$ cat src/rtl/sdma_pkg.sv
package sdma_pkg;
   typedef enum logic [2:0] {
      ST_IDLE,
      ST_HS,
      ST_RD,
      ST_WR,
      ST_FIN
   } sdma_st_e;
endpackage

$ cat src/rtl/sdma_addr.sv
module sdma_addr #(
   parameter int AW        = 32,
   parameter int IW        = 6,
   parameter int RAM_BYTES = 8388608,
   parameter int SWZ       = 3
) (
   input  logic          clk,
   input  logic          rst_n,
   input  logic          busy,
   input  logic          wr_en,
   input  logic [AW-1:0] wr_data,
   input  logic          align_en,
   input  logic [IW-1:0] idx,
   output logic [AW-1:0] addr_q,
   output logic          drop,
   output logic          pos_neg,
   output logic [AW-1:0] ram_addr
);
   localparam logic signed [AW-1:0] LIMIT    = AW'(RAM_BYTES);
   localparam logic        [AW-1:0] ALN_MASK = ~AW'(7);

   logic [AW-1:0] pos;

   always_ff @(posedge clk or negedge rst_n) begin
      if (!rst_n)                addr_q <= '0;
      else if (align_en)         addr_q <= addr_q & ALN_MASK;
      else if (wr_en && !busy)   addr_q <= wr_data;
   end

   assign drop    = $signed(addr_q) > LIMIT;
   assign pos     = addr_q + {{(AW-IW){1'b0}}, idx};
   assign pos_neg = pos[AW-1];

   generate
      if (SWZ == 0) begin : g_plain
         assign ram_addr = pos;
      end else begin : g_swz
         assign ram_addr = pos ^ AW'(SWZ);
      end
   endgenerate


   align_hold_chk: assert property (@(posedge clk) disable iff (!rst_n)
      busy |-> (addr_q[2:0] == 3'b000));

   addr_frozen_chk: assert property (@(posedge clk) disable iff (!rst_n)
      (busy && $past(busy)) |-> $stable(addr_q));
endmodule

$ cat src/rtl/sdma_seq.sv
module sdma_seq
   import sdma_pkg::*;
#(
   parameter int BLK = 64,
   parameter int DW  = 8,
   parameter int IW  = 6
) (
   input  logic          clk,
   input  logic          rst_n,
   input  logic          go_to_ram,
   input  logic          go_from_ram,
   input  logic          drop,
   input  logic          pos_neg,
   input  logic          proc_ack,
   input  logic [DW-1:0] ram_rdata,
   input  logic [DW-1:0] scr_rdata,
   output logic          busy,
   output logic          accept,
   output logic          done,
   output logic [IW-1:0] idx,
   output logic          proc_req,
   output logic          ram_re,
   output logic          ram_we,
   output logic [DW-1:0] ram_wdata,
   output logic          scr_re,
   output logic          scr_we,
   output logic [DW-1:0] scr_wdata
);
   localparam logic [IW-1:0] LAST = IW'(BLK - 1);

   sdma_st_e st;
   logic     to_ram_q;
   logic     go_any;
   logic     last;

   assign go_any = go_to_ram | go_from_ram;
   assign accept = (st == ST_IDLE) && go_any && !drop;
   assign last   = (idx == LAST);

   always_ff @(posedge clk or negedge rst_n) begin
      if (!rst_n) begin
         st       <= ST_IDLE;
         to_ram_q <= 1'b0;
         idx      <= '0;
      end else begin
         unique case (st)
            ST_IDLE: if (accept) begin
               to_ram_q <= go_to_ram;
               idx      <= '0;
               st       <= go_to_ram ? ST_HS : ST_RD;
            end
            ST_HS:   if (proc_ack) st <= to_ram_q ? ST_RD : ST_FIN;
            ST_RD:   st <= ST_WR;
            ST_WR: begin
               idx <= idx + 1'b1;
               if (last) st <= to_ram_q ? ST_FIN : ST_HS;
               else      st <= ST_RD;
            end
            ST_FIN:  st <= ST_IDLE;
            default: st <= ST_IDLE;
         endcase
      end
   end

   assign busy      = (st != ST_IDLE);
   assign done      = (st == ST_FIN);
   assign proc_req  = (st == ST_HS);
   assign scr_re    = (st == ST_RD) && to_ram_q;
   assign ram_re    = (st == ST_RD) && !to_ram_q && !pos_neg;
   assign ram_we    = (st == ST_WR) && to_ram_q && !pos_neg;
   assign scr_we    = (st == ST_WR) && !to_ram_q;
   assign ram_wdata = scr_rdata;
   assign scr_wdata = pos_neg ? '0 : ram_rdata;


   req_in_busy_chk: assert property (@(posedge clk) disable iff (!rst_n)
      proc_req |-> busy);

   req_hold_chk: assert property (@(posedge clk) disable iff (!rst_n)
      (proc_req && !proc_ack) |=> (proc_req && $stable(idx)));

   no_neg_write_chk: assert property (@(posedge clk) disable iff (!rst_n)
      ram_we |-> !pos_neg);

   one_dest_chk: assert property (@(posedge clk) disable iff (!rst_n)
      !(ram_we && scr_we));
endmodule

$ cat src/rtl/sdma_irq.sv
module sdma_irq (
   input  logic clk,
   input  logic rst_n,
   input  logic done,
   input  logic clr,
   output logic sts_irq,
   output logic irq_set
);
   always_ff @(posedge clk or negedge rst_n) begin
      if (!rst_n)    sts_irq <= 1'b0;
      else if (done) sts_irq <= 1'b1;
      else if (clr)  sts_irq <= 1'b0;
   end

   assign irq_set = done;


   pulse_once_chk: assert property (@(posedge clk) disable iff (!rst_n)
      irq_set |=> !irq_set);

   sts_after_chk: assert property (@(posedge clk) disable iff (!rst_n)
      irq_set |=> sts_irq);

   clr_works_chk: assert property (@(posedge clk) disable iff (!rst_n)
      (clr && !irq_set) |=> !sts_irq);
endmodule

$ cat src/rtl/sdma_top.sv
module sdma_top #(
   parameter int AW        = 32,
   parameter int DW        = 8,
   parameter int BLK       = 64,
   parameter int RAM_BYTES = 8388608,
   parameter int SWZ       = 3,
   localparam int IW       = $clog2(BLK)
) (
   input  logic          clk,
   input  logic          rst_n,
   input  logic          addr_we,
   input  logic [AW-1:0] addr_wdata,
   output logic [AW-1:0] addr_q,
   input  logic          go_to_ram,
   input  logic          go_from_ram,
   output logic          busy,
   input  logic          sts_clr,
   output logic          sts_irq,
   output logic          irq_set,
   output logic          proc_req,
   input  logic          proc_ack,
   output logic [AW-1:0] ram_addr,
   output logic          ram_re,
   output logic          ram_we,
   output logic [DW-1:0] ram_wdata,
   input  logic [DW-1:0] ram_rdata,
   output logic [IW-1:0] scr_addr,
   output logic          scr_re,
   output logic          scr_we,
   output logic [DW-1:0] scr_wdata,
   input  logic [DW-1:0] scr_rdata
);
   generate
      if (BLK < 8 || (BLK & (BLK - 1)) != 0) begin : g_bad_blk
         $error("BLK must be a power of two of at least 8");
      end
      if (AW <= IW + 1) begin : g_bad_aw
         $error("AW too narrow for BLK");
      end
      if (SWZ < 0 || SWZ > 7) begin : g_bad_swz
         $error("SWZ must stay inside the aligned 8-byte group");
      end
   endgenerate

   logic          drop, pos_neg, accept, done;
   logic [IW-1:0] idx;

   sdma_addr #(.AW(AW), .IW(IW), .RAM_BYTES(RAM_BYTES), .SWZ(SWZ)) u_addr (
      .clk      (clk),
      .rst_n    (rst_n),
      .busy     (busy),
      .wr_en    (addr_we),
      .wr_data  (addr_wdata),
      .align_en (accept),
      .idx      (idx),
      .addr_q   (addr_q),
      .drop     (drop),
      .pos_neg  (pos_neg),
      .ram_addr (ram_addr)
   );

   sdma_seq #(.BLK(BLK), .DW(DW), .IW(IW)) u_seq (
      .clk         (clk),
      .rst_n       (rst_n),
      .go_to_ram   (go_to_ram),
      .go_from_ram (go_from_ram),
      .drop        (drop),
      .pos_neg     (pos_neg),
      .proc_ack    (proc_ack),
      .ram_rdata   (ram_rdata),
      .scr_rdata   (scr_rdata),
      .busy        (busy),
      .accept      (accept),
      .done        (done),
      .idx         (idx),
      .proc_req    (proc_req),
      .ram_re      (ram_re),
      .ram_we      (ram_we),
      .ram_wdata   (ram_wdata),
      .scr_re      (scr_re),
      .scr_we      (scr_we),
      .scr_wdata   (scr_wdata)
   );

   sdma_irq u_irq (
      .clk     (clk),
      .rst_n   (rst_n),
      .done    (done),
      .clr     (sts_clr),
      .sts_irq (sts_irq),
      .irq_set (irq_set)
   );

   assign scr_addr = idx;


   drop_quiet_chk: assert property (@(posedge clk) disable iff (!rst_n)
      (!busy && drop) |=> !busy);
endmodule

$ cat config.mk
export PLATFORM = sky130hd
export DESIGN_NAME = sdma_top
export DESIGN_NICKNAME = d
export VERILOG_FILES = /design/src/rtl/sdma_pkg.sv /design/src/rtl/sdma_addr.sv /design/src/rtl/sdma_seq.sv /design/src/rtl/sdma_irq.sv /design/src/rtl/sdma_top.sv
export SDC_FILE = /design/constraint.sdc
export NUM_CORES = 1
export LEC_CHECK = 0
export CAP_MARGIN = 5
export CORE_MARGIN = 4
export CORE_UTILIZATION = 36
export DETAILED_ROUTE_END_ITERATION = 16
export PLACE_DENSITY = 0.83
export SYNTH_ARGS = -nofsm -noshare
export SYNTH_HDL_FRONTEND = slang
export SYNTH_HIERARCHICAL = 1
export SYNTH_SLANG_ARGS = --single-unit
export TNS_END_PERCENT = 1
$ cat constraint.sdc
create_clock -name clk -period 2.65 [get_ports clk]
set_clock_uncertainty 0.2 [all_clocks]
set_input_delay 0.3975 -clock clk [delete_from_list [all_inputs] [get_ports clk]]
set_output_delay 0.3975 -clock clk [all_outputs]
set_load 0.03 [all_outputs]
=== Word level (Yosys, flattened, before mapping) ===
Index checks and enable logic that the tools add are counted.

* Logic and storage cells: 55
* Output and inout port bits: 94
* Input port bits: 55
* Bits in registers: 43

* Bitwise logic cells: 3
* Reductions and logical operators: 22
* Muxes and demuxes: 14
* Add/sub/neg operators: 2
* Eq/ne operators: 7
* $lt $le $gt $ge: 1

{| class="wikitable"
|+ Operator list
! kind !! count
|-
| $add 32x6->32 || 1
|-
| $gt 32x25->1 const B || 1
|-
| $mux 3 || 7
|-
| $pmux 3 s4 || 1
|-
| $pmux 6 s2 || 1
|-
| $logic_and 1x1->1 || 9
|-
| $mux 8 || 1
|-
| $reduce_and 2->1 || 4
|-
| $add 6x1->6 const B || 1
|-
| $eq 3x2->1 const B || 2
|-
| $eq 6x6->1 const B || 1
|-
| $mux 6 || 1
|-
| $reduce_bool 2->1 || 3
|-
| $logic_not 1->1 || 4
|-
| $eq 3x1->1 const B || 1
|-
| $eq 3x3->1 const B || 1
|-
| $logic_not 3->1 || 1
|-
| $reduce_bool 3->1 || 1
|-
| $mux 1 || 2
|-
| $mux 2 || 1
|-
| $ne 2x1->1 const B || 1
|-
| $ne 2x2->1 const B || 1
|-
| $not 2->2 || 1
|-
| $not 1->1 || 1
|-
| $or 1x1->1 || 1
|}

=== Longest topological paths before layout ===
Gate-level depths: netlist of run 1.

* Depth in word-level cells: 5
* Mapped depth: 11
* Gate-level depth less buffers: 9

=== Hierarchy ===
The synthesis of run 1 kept the hierarchy.

{| class="wikitable"
|+ By module, submodules not included
! module !! instances !! sequential area each (um^2) !! cells each !! area an instance (um^2)
|-
| sdma_addr || 1 || 800.8 || 200 || 2,052.0
|-
| sdma_seq || 1 || 250.2 || 86 || 804.5
|-
| sdma_irq || 1 || 25.0 || 4 || 43.8
|}

=== Least setup slack after synthesis of run 1 ===
Ideal clock, no wire load.

* Path type: register to output
* Start point: reg u_seq.idx[1]
* End point: out ram_re
* Data arrival time: 2.851 ns
* Required time: 2.053 ns
* Path buffers: 0
* Slack: -0.798 ns
* Cell stages (with the launch flop): 8
* Path through: dfrtp_1 ha_1 a211oi_1 o21bai_4 nand4_4 nor2_1 xor2_1 nor4_1

* Word-level cells in the longest chain between the ends: 3

{| class="wikitable"
|+ Ends and longest elaborated chain
! what !! RTL line !! RTL
|-
| from (decl) || sdma_seq.sv:20 || <nowiki>output logic [IW-1:0] idx,</nowiki>
|-
| from (signal assigned) || sdma_seq.sv:55 || <nowiki>idx <= idx + 1'b1;</nowiki>
|-
| $add 32x6->32 || sdma_addr.sv:31 || <nowiki>assign pos = addr_q + {{(AW-IW){1'b0}}, idx};</nowiki>
|-
| via pos_neg || sdma_top.sv:45 || <nowiki>logic drop, pos_neg, accept, done;</nowiki>
|-
| $logic_not 1->1 || sdma_seq.sv:69 || <nowiki>assign ram_re = (st == ST_RD) && !to_ram_q && !pos_neg;</nowiki>
|-
| $logic_and 1x1->1 || sdma_seq.sv:69 ||
|-
| to (decl) || sdma_top.sv:23 || <nowiki>output logic ram_re,</nowiki>
|}

The timed path passes the listed nets, and every way through them passes these cells.

=== Worst setup path after layout of run 1 ===
* Start point: reg u_seq.idx[0]
* End point: out ram_addr[28]

* Word-level cells in the longest chain between the ends: 1

{| class="wikitable"
|+ Ends and longest elaborated chain
! what !! RTL line !! RTL
|-
| $add 32x6->32 || sdma_addr.sv:31 ||
|-
| to (decl) || sdma_top.sv:22 || <nowiki>output logic [AW-1:0] ram_addr,</nowiki>
|}

Every way passes these cells.

==> flow_metrics.py, run 1 <==
metrics = {
    "run_status": {
        "status": "finished, violations left",
        "violations": "setup timing",
    },
    "synthesis": {
        "synth_enable_flop_cells": 0,
        "netlist_top_cells_count": "43 x dfrtp_1, 27 x mux2_2, 20 x nor2_1",
        "yosysUniqueCellTypes": 57,
        "netlist_area_um2": 2900,
        "avgSynthCellArea_um2": 10.0,
        "synth.most_common_cell": "dfrtp_1",
        "ys_top_cells_by_area": "dfrtp_1 37%, mux2_2 10%, xor2_1 5.1%",
        "synth_area_leader_cell": "dfrtp_1",
        "synth-seq-cells": 43,
        "ys.flop_type": "dfrtp_1",
        "yosys_warnings": 6,
        "yosysSeqAreaShare": 0.371,
        "post-synth-top-area-fraction": 0.371,
        "synthCells": 290,
        "async_reset_ff_frac": 1.00,
        "synth_nets": 353,
    },
    "sta": {
        "fin_ws_ns": -0.292,
        "slew_violations": 0,
        "period_share": 1.11,
        "hold_viol": 0,
        "fmax_ghz": 0.340,
        "relSlewSlack": 0.528,
        "worst_slew_pin_slew_ns": 0.707,
        "final.setup.tns_ns": -5.78,
        "rsz0062_at_grt": "yes",
        "setup_violations": 35,
        "period_minus_slack_ns": 2.94,
    },
    "critical_path": {
        "end_kind": "primary output",
        "crit_arrival_ns": 2.34,
        "crit_fanout": 4,
        "required_ns": 2.05,
        "worstSetupPathType": "reg -> out",
        "startpoint_type": "flop",
        "r2r_cells": 10,
    },
    "layout": {
        "synthToLayoutAreaGrowth_pct": 73.6,
        "drive_above_1_share": 0.434,
        "nFillCells": 629,
        "seq_area_um2": 1090,
        "antennaDiodeCount": 0,
        "multi_input_comb_area_um2": 2000,
        "postLayoutCoreUtil": 0.648,
        "num-nets-final": 521,
    },
    "hold_path": {
        "hold_path.class": "reg -> reg",
        "min_path_cells": 1,
    },
    "global_routing": {
        "grt_pass1_wl_um": 15200,
        "grt_start_max_net_pins": 31,
        "track_usage": 0.193,
        "antenna_found_initial": 0,
        "grt_pass1_vias": 3083,
        "grt-ovfl-total": 0,
    },
    "clock_tree": {
        "cts_num_sinks": 43,
        "ctsRootBufferMaster": "clkbuf_8",
        "numCtsBuffers": 5,
        "clock_latency_ns": 0.30,
        "clk_pin_slew_worst_paths_ns": 0.09,
        "cts_max_level": 2,
        "clockBufferDepth": 2,
        "tritoncts": "built",
    },
    "placement": {
        "dpl.hpwl_um": 7340,
        "place_congestion": 0.909,
        "dp_slack_ns": -0.189,
        "numPortBuffers": 132,
    },
    "detailed_routing": {
        "wl_per_cell_um": 16.7,
        "drtIter0Drc": 123,
        "vias": 2859,
        "drt-pass1-iter-count": 4,
        "ant_nets": 0,
        "drc": 0,
        "drt-vias-per-instance": 5.10,
        "finalWirelength_um": 9390,
    },
    "power_and_ir_drop": {
        "finalPower_uw": 6570,
        "power_per_cell_area_nw_per_um2": 1310,
        "leakage_uw": 0.00216,
        "ir_drop_v": 0.000777,
    },
    "floorplanning": {
        "die_area_um2": 9560,
        "fp.dieW_um": 97.8,
        "core_um2": 7770,
        "std_cell_rows": 32,
        "fp.dieH_um": 97.8,
        "io_pins": 149,
        "initial_core_util": 0.373,
    },
    "flow_run": {
        "drv_cap": 0,
    },
}
power by group:
group          leakage (µW)  switching (µW)  internal, µW
combinational       0.00159            2580          2130
clock             0.0000581             235           281
sequential         0.000514             391           962
registers in the layout, indices dropped and copies added (netlist names):
name / count
u_irq/sts_irq: 1
u_seq/to_ram_q: 1
u_seq/idx: 6
u_seq/st: 3
u_addr/addr_q: 32
cells in the final DEF (no fill, tap or decap), types with 3 or more instances in the layout:
cell type / n
buf_6: 19
nand3_2: 3
o21ai_0: 4
clkdlybuf4s50_1: 90
xor2_1: 8
nor3_1: 3
mux2_2: 27
and4_4: 3
dfrtp_2: 10
a21oi_1: 7
nor2b_2: 8
nand2_1: 16
buf_4: 63
dfrtp_1: 33
nor2_1: 13
nand2b_1: 4
nor4_1: 5
xnor2_2: 3
ha_1: 4
o21ai_1: 3
inv_1: 11
clkbuf_8: 5
xnor2_1: 10
dlygate4sd2_1: 3
nand4_1: 9
xor2_2: 7
nor2_2: 6
ha_4: 3
and2_1: 3
nand3_1: 7
area by class of cell:
cell class,instances,area share
Inverter,12,0.00895
Multi-Input combinational cell,217,0.397
Timing Repair Buffer,179,0.331
Clock inverter,3,0.00870
Clock buffer,5,0.0137
Tap cell,102,0.0253
Sequential cell,43,0.216
routing by layer:
| metal | track usage | wire [µm] | vias up |
|---|---|---|---|
| li1 | - | - | 1353 |
| met1 | 0.240 | 3890 | 1389 |
| met2 | 0.331 | 4720 | 101 |
| met3 | 0.0479 | 592 | 16 |
| met4 | 0.0564 | 178 | 0 |
| met5 | 0 | 0 | - |
logic make-up after synthesis:
logic type | share of synthesized area
simple gates | 0.218
flops | 0.371
compound gates | 0.104
mux | 0.117
buf+inv | 0.0591
xor+xnor | 0.0936
fa+ha+maj | 0.0371
worst paths after layout:
path,startpoint,end,slack [ns]
setup reg to reg,u_addr/addr_q[2],u_addr/addr_q[26],0.18
setup / recovery,u_seq/idx[0],ram_addr[28],-0.29
min in group asynchronous,rst_n,u_seq/idx[5],0.48
hold reg to reg,u_irq/sts_irq,u_irq/sts_irq,0.32
hold / removal,u_irq/sts_irq,u_irq/sts_irq,0.32
max in group asynchronous,rst_n,u_seq/to_ram_q,1.10
worst max-delay path, cell delays in order, from the launching register on:
cell and delay [ns]:
dfrtp_2 0.39, ha_4 0.14, inv_2 0.03, fa_2 0.36, nor2b_4 0.14, o211a_4 0.20, o211a_4 0.19, nand4_1 0.21
xnor2_4 0.22, buf_6 0.15
per-stage QoR:
step / hold slack [ns] / area, µm² / std cells
global placement: 0.268 / 4680 / 550
floorplan: -0.0981 / 3120 / 290
finish: 0.316 / 5030 / 561
detailed placement: 0.286 / 4680 / 550
global route: 0.343 / 5030 / 561
CTS: 0.332 / 4940 / 560
timing repair:
item | 4_1_cts | 5_1_grt
endpoints found under the hold margin | 29 | 0
gates resized for setup | 37 | 20
pin swaps | 15 | 9
hold buffers | 1 | 0
setup endpoints to repair | 39 | 76
setup buffers | 1 | 1
(Power assumes the default switching activity.)
==> run 2, diff against run 1 <==
--- a/config.mk
+++ b/config.mk
@@ -10,6 +10,7 @@
 export CORE_UTILIZATION = 36
 export DETAILED_ROUTE_END_ITERATION = 16
 export PLACE_DENSITY = 0.83
+export SLEW_MARGIN = 20
 export SYNTH_ARGS = -nofsm -noshare
 export SYNTH_HDL_FRONTEND = slang
 export SYNTH_HIERARCHICAL = 1
==> results of run 2 <==
No change in the layout: final DEF, timing and power equal those of run 1.
